<file path="src/rtl/snap_pkg.sv">
package snap_pkg;
  localparam int STAT_W = 16;
  localparam logic [7:0] ADDR_GAIN_LO  = 8'h3C;
  localparam logic [7:0] ADDR_GAIN_HI  = 8'h3D;
  localparam logic [7:0] ADDR_NOISE_LO = 8'h64;
  localparam logic [7:0] ADDR_NOISE_HI = 8'h65;
  localparam logic [7:0] ADDR_REQ      = 8'h97;
  localparam logic [7:0] ADDR_LINE_LO  = 8'h9A;
  localparam logic [7:0] ADDR_LINE_HI  = 8'h9B;
endpackage

</file>
<file path="src/rtl/snap_line_counter.sv">
module snap_line_counter #(
  parameter int LINE_W = 10
) (
  input  logic              clk_i,
  input  logic              rst_ni,
  input  logic              line_sync_i,
  input  logic              frame_sync_i,
  output logic [LINE_W-1:0] prev_lines_o
);
  localparam logic [LINE_W-1:0] LINE_MAX = {LINE_W{1'b1}};

  logic [LINE_W-1:0] cnt_q;

  always_ff @(posedge clk_i or negedge rst_ni) begin
    if (!rst_ni) begin
      cnt_q        <= '0;
      prev_lines_o <= '0;
    end else if (frame_sync_i) begin
      prev_lines_o <= cnt_q;
      cnt_q        <= LINE_W'(1);
    end else if (line_sync_i && cnt_q != LINE_MAX) begin
      cnt_q <= cnt_q + LINE_W'(1);
    end
  end

  p_saturate_r7: assert property (@(posedge clk_i) disable iff (!rst_ni)
    (cnt_q == LINE_MAX && line_sync_i && !frame_sync_i) |=> cnt_q == LINE_MAX);
  p_restart_r6: assert property (@(posedge clk_i) disable iff (!rst_ni)
    frame_sync_i |=> cnt_q == LINE_W'(1));
endmodule

</file>
<file path="src/rtl/snap_capture_ctrl.sv">
module snap_capture_ctrl #(
  parameter int CAPTURE_DELAY = 16
) (
  input  logic clk_i,
  input  logic rst_ni,
  input  logic start_i,
  output logic pending_o,
  output logic snap_o
);
  localparam int TW = $clog2(CAPTURE_DELAY + 1);
  localparam logic [TW-1:0] T_LOAD = TW'(CAPTURE_DELAY - 1);

  logic [TW-1:0] timer_q;

  assign snap_o = pending_o && timer_q == '0;

  always_ff @(posedge clk_i or negedge rst_ni) begin
    if (!rst_ni) begin
      pending_o <= 1'b0;
      timer_q   <= '0;
    end else if (!pending_o) begin
      if (start_i) begin
        pending_o <= 1'b1;
        timer_q   <= T_LOAD;
      end
    end else if (snap_o) begin
      pending_o <= 1'b0;
    end else begin
      timer_q <= timer_q - TW'(1);
    end
  end

  p_hold_r8: assert property (@(posedge clk_i) disable iff (!rst_ni)
    (pending_o && timer_q != '0) |=> pending_o);
  p_clear_r3: assert property (@(posedge clk_i) disable iff (!rst_ni)
    $fell(pending_o) |-> $past(snap_o));
  p_timer_bound_r2: assert property (@(posedge clk_i) disable iff (!rst_ni)
    pending_o |-> timer_q <= T_LOAD);
endmodule

</file>
<file path="src/rtl/status_snap_top.sv">
module status_snap_top
  import snap_pkg::*;
#(
  parameter int CAPTURE_DELAY = 16,
  parameter int LINE_W        = 10
) (
  input  logic              clk_i,
  input  logic              rst_ni,
  input  logic              line_sync_i,
  input  logic              frame_sync_i,
  input  logic [STAT_W-1:0] gain_stat_i,
  input  logic [STAT_W-1:0] noise_meas_i,
  input  logic [7:0]        reg_addr_i,
  input  logic              reg_wr_i,
  input  logic [7:0]        reg_wdata_i,
  output logic [7:0]        reg_rdata_o
);
  logic [LINE_W-1:0] live_lines;
  logic [LINE_W-1:0] shd_lines_q;
  logic [STAT_W-1:0] shd_gain_q;
  logic [STAT_W-1:0] shd_noise_q;
  logic              pending;
  logic              snap;
  logic              start;
  logic [15:0]       line_ext;

  assign start = reg_wr_i && reg_addr_i == ADDR_REQ && reg_wdata_i[0];

  snap_line_counter #(.LINE_W(LINE_W)) u_lines (
    .clk_i        (clk_i),
    .rst_ni       (rst_ni),
    .line_sync_i  (line_sync_i),
    .frame_sync_i (frame_sync_i),
    .prev_lines_o (live_lines)
  );

  snap_capture_ctrl #(.CAPTURE_DELAY(CAPTURE_DELAY)) u_ctrl (
    .clk_i     (clk_i),
    .rst_ni    (rst_ni),
    .start_i   (start),
    .pending_o (pending),
    .snap_o    (snap)
  );

  always_ff @(posedge clk_i or negedge rst_ni) begin
    if (!rst_ni) begin
      shd_lines_q <= '0;
      shd_gain_q  <= '0;
      shd_noise_q <= '0;
    end else if (snap) begin
      shd_lines_q <= live_lines;
      shd_gain_q  <= gain_stat_i;
      shd_noise_q <= noise_meas_i;
    end
  end

  assign line_ext = 16'(shd_lines_q);

  always_comb begin
    unique case (reg_addr_i)
      ADDR_GAIN_LO:  reg_rdata_o = shd_gain_q[7:0];
      ADDR_GAIN_HI:  reg_rdata_o = shd_gain_q[15:8];
      ADDR_NOISE_LO: reg_rdata_o = shd_noise_q[7:0];
      ADDR_NOISE_HI: reg_rdata_o = shd_noise_q[15:8];
      ADDR_REQ:      reg_rdata_o = {7'b0, pending};
      ADDR_LINE_LO:  reg_rdata_o = line_ext[7:0];
      ADDR_LINE_HI:  reg_rdata_o = line_ext[15:8];
      default:       reg_rdata_o = 8'h00;
    endcase
  end

  p_frozen_r4: assert property (@(posedge clk_i) disable iff (!rst_ni)
    !snap |=> $stable(shd_gain_q) && $stable(shd_noise_q) && $stable(shd_lines_q));
  p_load_r3: assert property (@(posedge clk_i) disable iff (!rst_ni)
    snap |=> shd_gain_q == $past(gain_stat_i) && !pending);
endmodule

</file>
<file path="config.mk">
export PLATFORM = sky130hd
export DESIGN_NAME = status_snap_top
export DESIGN_NICKNAME = d
export VERILOG_FILES = /design/src/rtl/snap_pkg.sv /design/src/rtl/snap_line_counter.sv /design/src/rtl/snap_capture_ctrl.sv /design/src/rtl/status_snap_top.sv
export SDC_FILE = /design/constraint.sdc
export NUM_CORES = 1
export LEC_CHECK = 0
export BUFFER_PORTS_ARGS = -buffer_cell sky130_fd_sc_hd__buf_4
export CAP_MARGIN = 20
export CORE_UTILIZATION = 55
export DETAILED_ROUTE_END_ITERATION = 16
export PLACE_DENSITY_LB_ADDON = 0.2
export SYNTH_ARGS = -nofsm -noshare
export SYNTH_HDL_FRONTEND = slang
export SYNTH_HIERARCHICAL = 1
export SYNTH_SLANG_ARGS = --single-unit
export TNS_END_PERCENT = 100
</file>
<file path="constraint.sdc">
create_clock -name clk_i -period 2.6 [get_ports clk_i]
set_input_delay 0.13 -clock clk_i [delete_from_list [all_inputs] [get_ports clk_i]]
set_output_delay 0.13 -clock clk_i [all_outputs]
set_load 0.02 [all_outputs]
</file>
==> metrics.txt <==
final std cells w/o fill 397; worst-skew pair later-pin latency 330 ps; Tcrit/Tclk final 78.16%; Most used DFF post-synth dfrtp_1; core area 5921 µm²; commonest non-fill, non-tap cell in the layout dfrtp_1; YS warnings 6; Post-Route WL 6.551 mm; Final Hold Fails 0; Final Util 67.60%; DRC viols 0; largest net degree at the start of global routing 69; Antenna Cells 0; Post-CTS Hold Fix Bufs 1; Tightest Pin Transition 853.5 ps; post-route ant nets 0; Root Buffer clkbuf_8; Die Ht 80.20 µm; f_max 492.1 MHz; Setup crit end kind flip-flop; post-CTS setup buffers 0; Num CTS Buffers 9; Critical Path Stages 6; CTS Sinks 68; initial DRC count 98; GP Congestion 0.8237; Cell Chain, Critical Path inv_1 > ha_1 > nor4b_2 > and2_2 > buf_12 > mux2_2; register area 1702 µm²; first-pass iteration count of the detailed router 4; Top delay family on crit path simple AND/OR/NAND/NOR gates; Rows 28; status completed; Starting Density 56.80%; vias in the first global route 2370; setup TNS 0 ps; Static Leak 1.767 nW; GR Util All Layers 21.83%; RSZ-0062 raised after global routing no; Max-Slew Margin vs Limit 43.10%; dominant cell type by area after synthesis dfrtp_1; crit path max fanout 43; Avg Cell Area, Syn 12.60 µm²; # resized after CTS 0; Synth Cell Area 3363 µm²; CP Data Required Time 2810 ps; first-pass GRT wire length 10.69 mm; dpl ws 572.5 ps; clock-pin slew on the worst setup and hold paths 80 ps; hpwl dp 4.402 mm; share of the synthesized area in the top cell type 50.60%; Die Span X 80.20 µm; Die ar. 6432 µm²; Seq/Total Area, Yosys 50.60%; slowest cell delay on critical path 410 ps; critical path arrival 2250 ps; CTS tree yes; Async SR Flop Fraction 100.0%; total chip power 2.352 mW; Yosys reg bits 68; H-tree levels 3; top post-synthesis cells by area dfrtp_1, mux2_2, nand2_1, a221oi_2, inv_1; Total Nets Final 372; initial antenna violation count 0; Multi-input gate area 1514 µm²; EDFF count, synth 0; Crit Path Class flip-flop to flip-flop; Slew Limit Fails 0; Vias/cell 5.909; # IOs 61; Max VDD drop 0.0003849 V; Power Density 587.6 nW/µm²; global route overflow 0; WHS Path Cells 2; CP Buf/Inv Count 2; MaxCap Viol Count 0; Worst Hold Class input port to flip-flop; clock tree buffer depth 2; Slowest-stage cell, CP dfrtp_1; Final WS setup 567.7 ps; Startpoint Class flip-flop; PortBufs 53; post-layout min period 2032 ps; fill count 473; WL per Instance 16.50 µm; layout cells sized above 1 45.96%; Yosys cell types 59; commonest non-fill, non-tap cells in the layout dfrtp_1, mux2_2, buf_4; R2R depth 6; clock skew 6.156 ps; Vias 2346; area delta synth->final 19.01%; syn_nets 322; Post-Synthesis Cells 267; placed cell count 380; Final setup viols 0
[logic make-up (layout without fill, tap and decap cells)]
group | after synthesis | after routing | share of synthesized area [%]
flip-flops | 68 | 68 | 50.60
AND/OR/NAND/NOR | 62 | 62 | 12.46
multiplexers | 61 | 61 | 20.35
AO/OA/AOI/OAI | 47 | 47 | 11.46
buffers and inverters | 27 | 82 | 4.390
adder cells (fa/ha/maj) | 2 | 2 | 0.7439
[per-stage QoR]
stage | hold slack, ps | cell area (µm²)
floorplan | -165.6 | 3363
global placement | 295.3 | 3769
detailed placement | 290.9 | 3769
CTS | 8.871 | 4003
global route | 8.587 | 4003
finish | 23.50 | 4003
[final timing paths]
path,start,to,slack [ps]
max in group asynchronous,rst_ni,u_lines/prev_lines_o[4],1600
max,u_ctrl/timer_q[0],shd_noise_q[1],570
min in group asynchronous,rst_ni,u_ctrl/timer_q[1],430
min,gain_stat_i[9],shd_gain_q[9],20
min reg2reg,u_lines/prev_lines_o[4],shd_lines_q[4],500
max reg2reg,u_ctrl/timer_q[0],shd_noise_q[1],570
[layer usage]
metal	GRT usage, %	share of wire [%]	up-vias
li1	-	-	1097
met1	28.27	46	1173
met2	34.96	48	62
met3	4.432	4.3	14
met4	10.54	1.9	0
met5	0	0	-
[layout make-up]
class                           count  area share (%)
Sequential cell                    68           42.51
Multi-Input combinational cell    172           37.82
Timing Repair Buffer               55           10.69
Clock buffer                       10           3.439
Tap cell                           75           2.344
Clock inverter                      6           2.157
Inverter                           11           1.032
[worst register-to-register path, stage by stage, from the launching register on]
cell and delay [ps]:
dfrtp_1 410, inv_1 70, ha_1 180, nor4b_2 390, and2_2 250, buf_12 220
mux2_2 410
[power breakdown]
group	leakage, nW	total, mW	switching, mW	internal [mW]
combinational	0.793	0.224	0.101	0.124
clock	0.113	0.973	0.407	0.566
sequential	0.861	1.15	0.0421	1.11
total	1.77	2.35	0.549	1.80
[sequential cells by signal, summed over array words and instances, names as in the netlist]
register / count
shd_gain_q: 16
shd_lines_q: 10
shd_noise_q: 16
u_ctrl/pending_o: 1
u_ctrl/timer_q: 5
u_lines/cnt_q: 10
u_lines/prev_lines_o: 10
[cell usage after synthesis (all sizes together) (2+ instances only)]
cell,number
a32oi,2
o21ai,7
a22oi,4
dfrtp,68
buf,14
nand2b,3
a211oi,3
and2,3
nor2b,2
nor4b,2
nor4,2
a21o,2
o31ai,3
o22a,2
nand3,6
nand3b,3
nor3,5
clkbuf,2
mux2i,2
ha,2
a21oi,5
and3,3
nand4,4
o311ai,2
inv,11
and4,3
mux2,59
nand2,16
nor2,5
o41ai,2
a221oi,6
a31oi,3
Power figures use the tool's default switching activity.
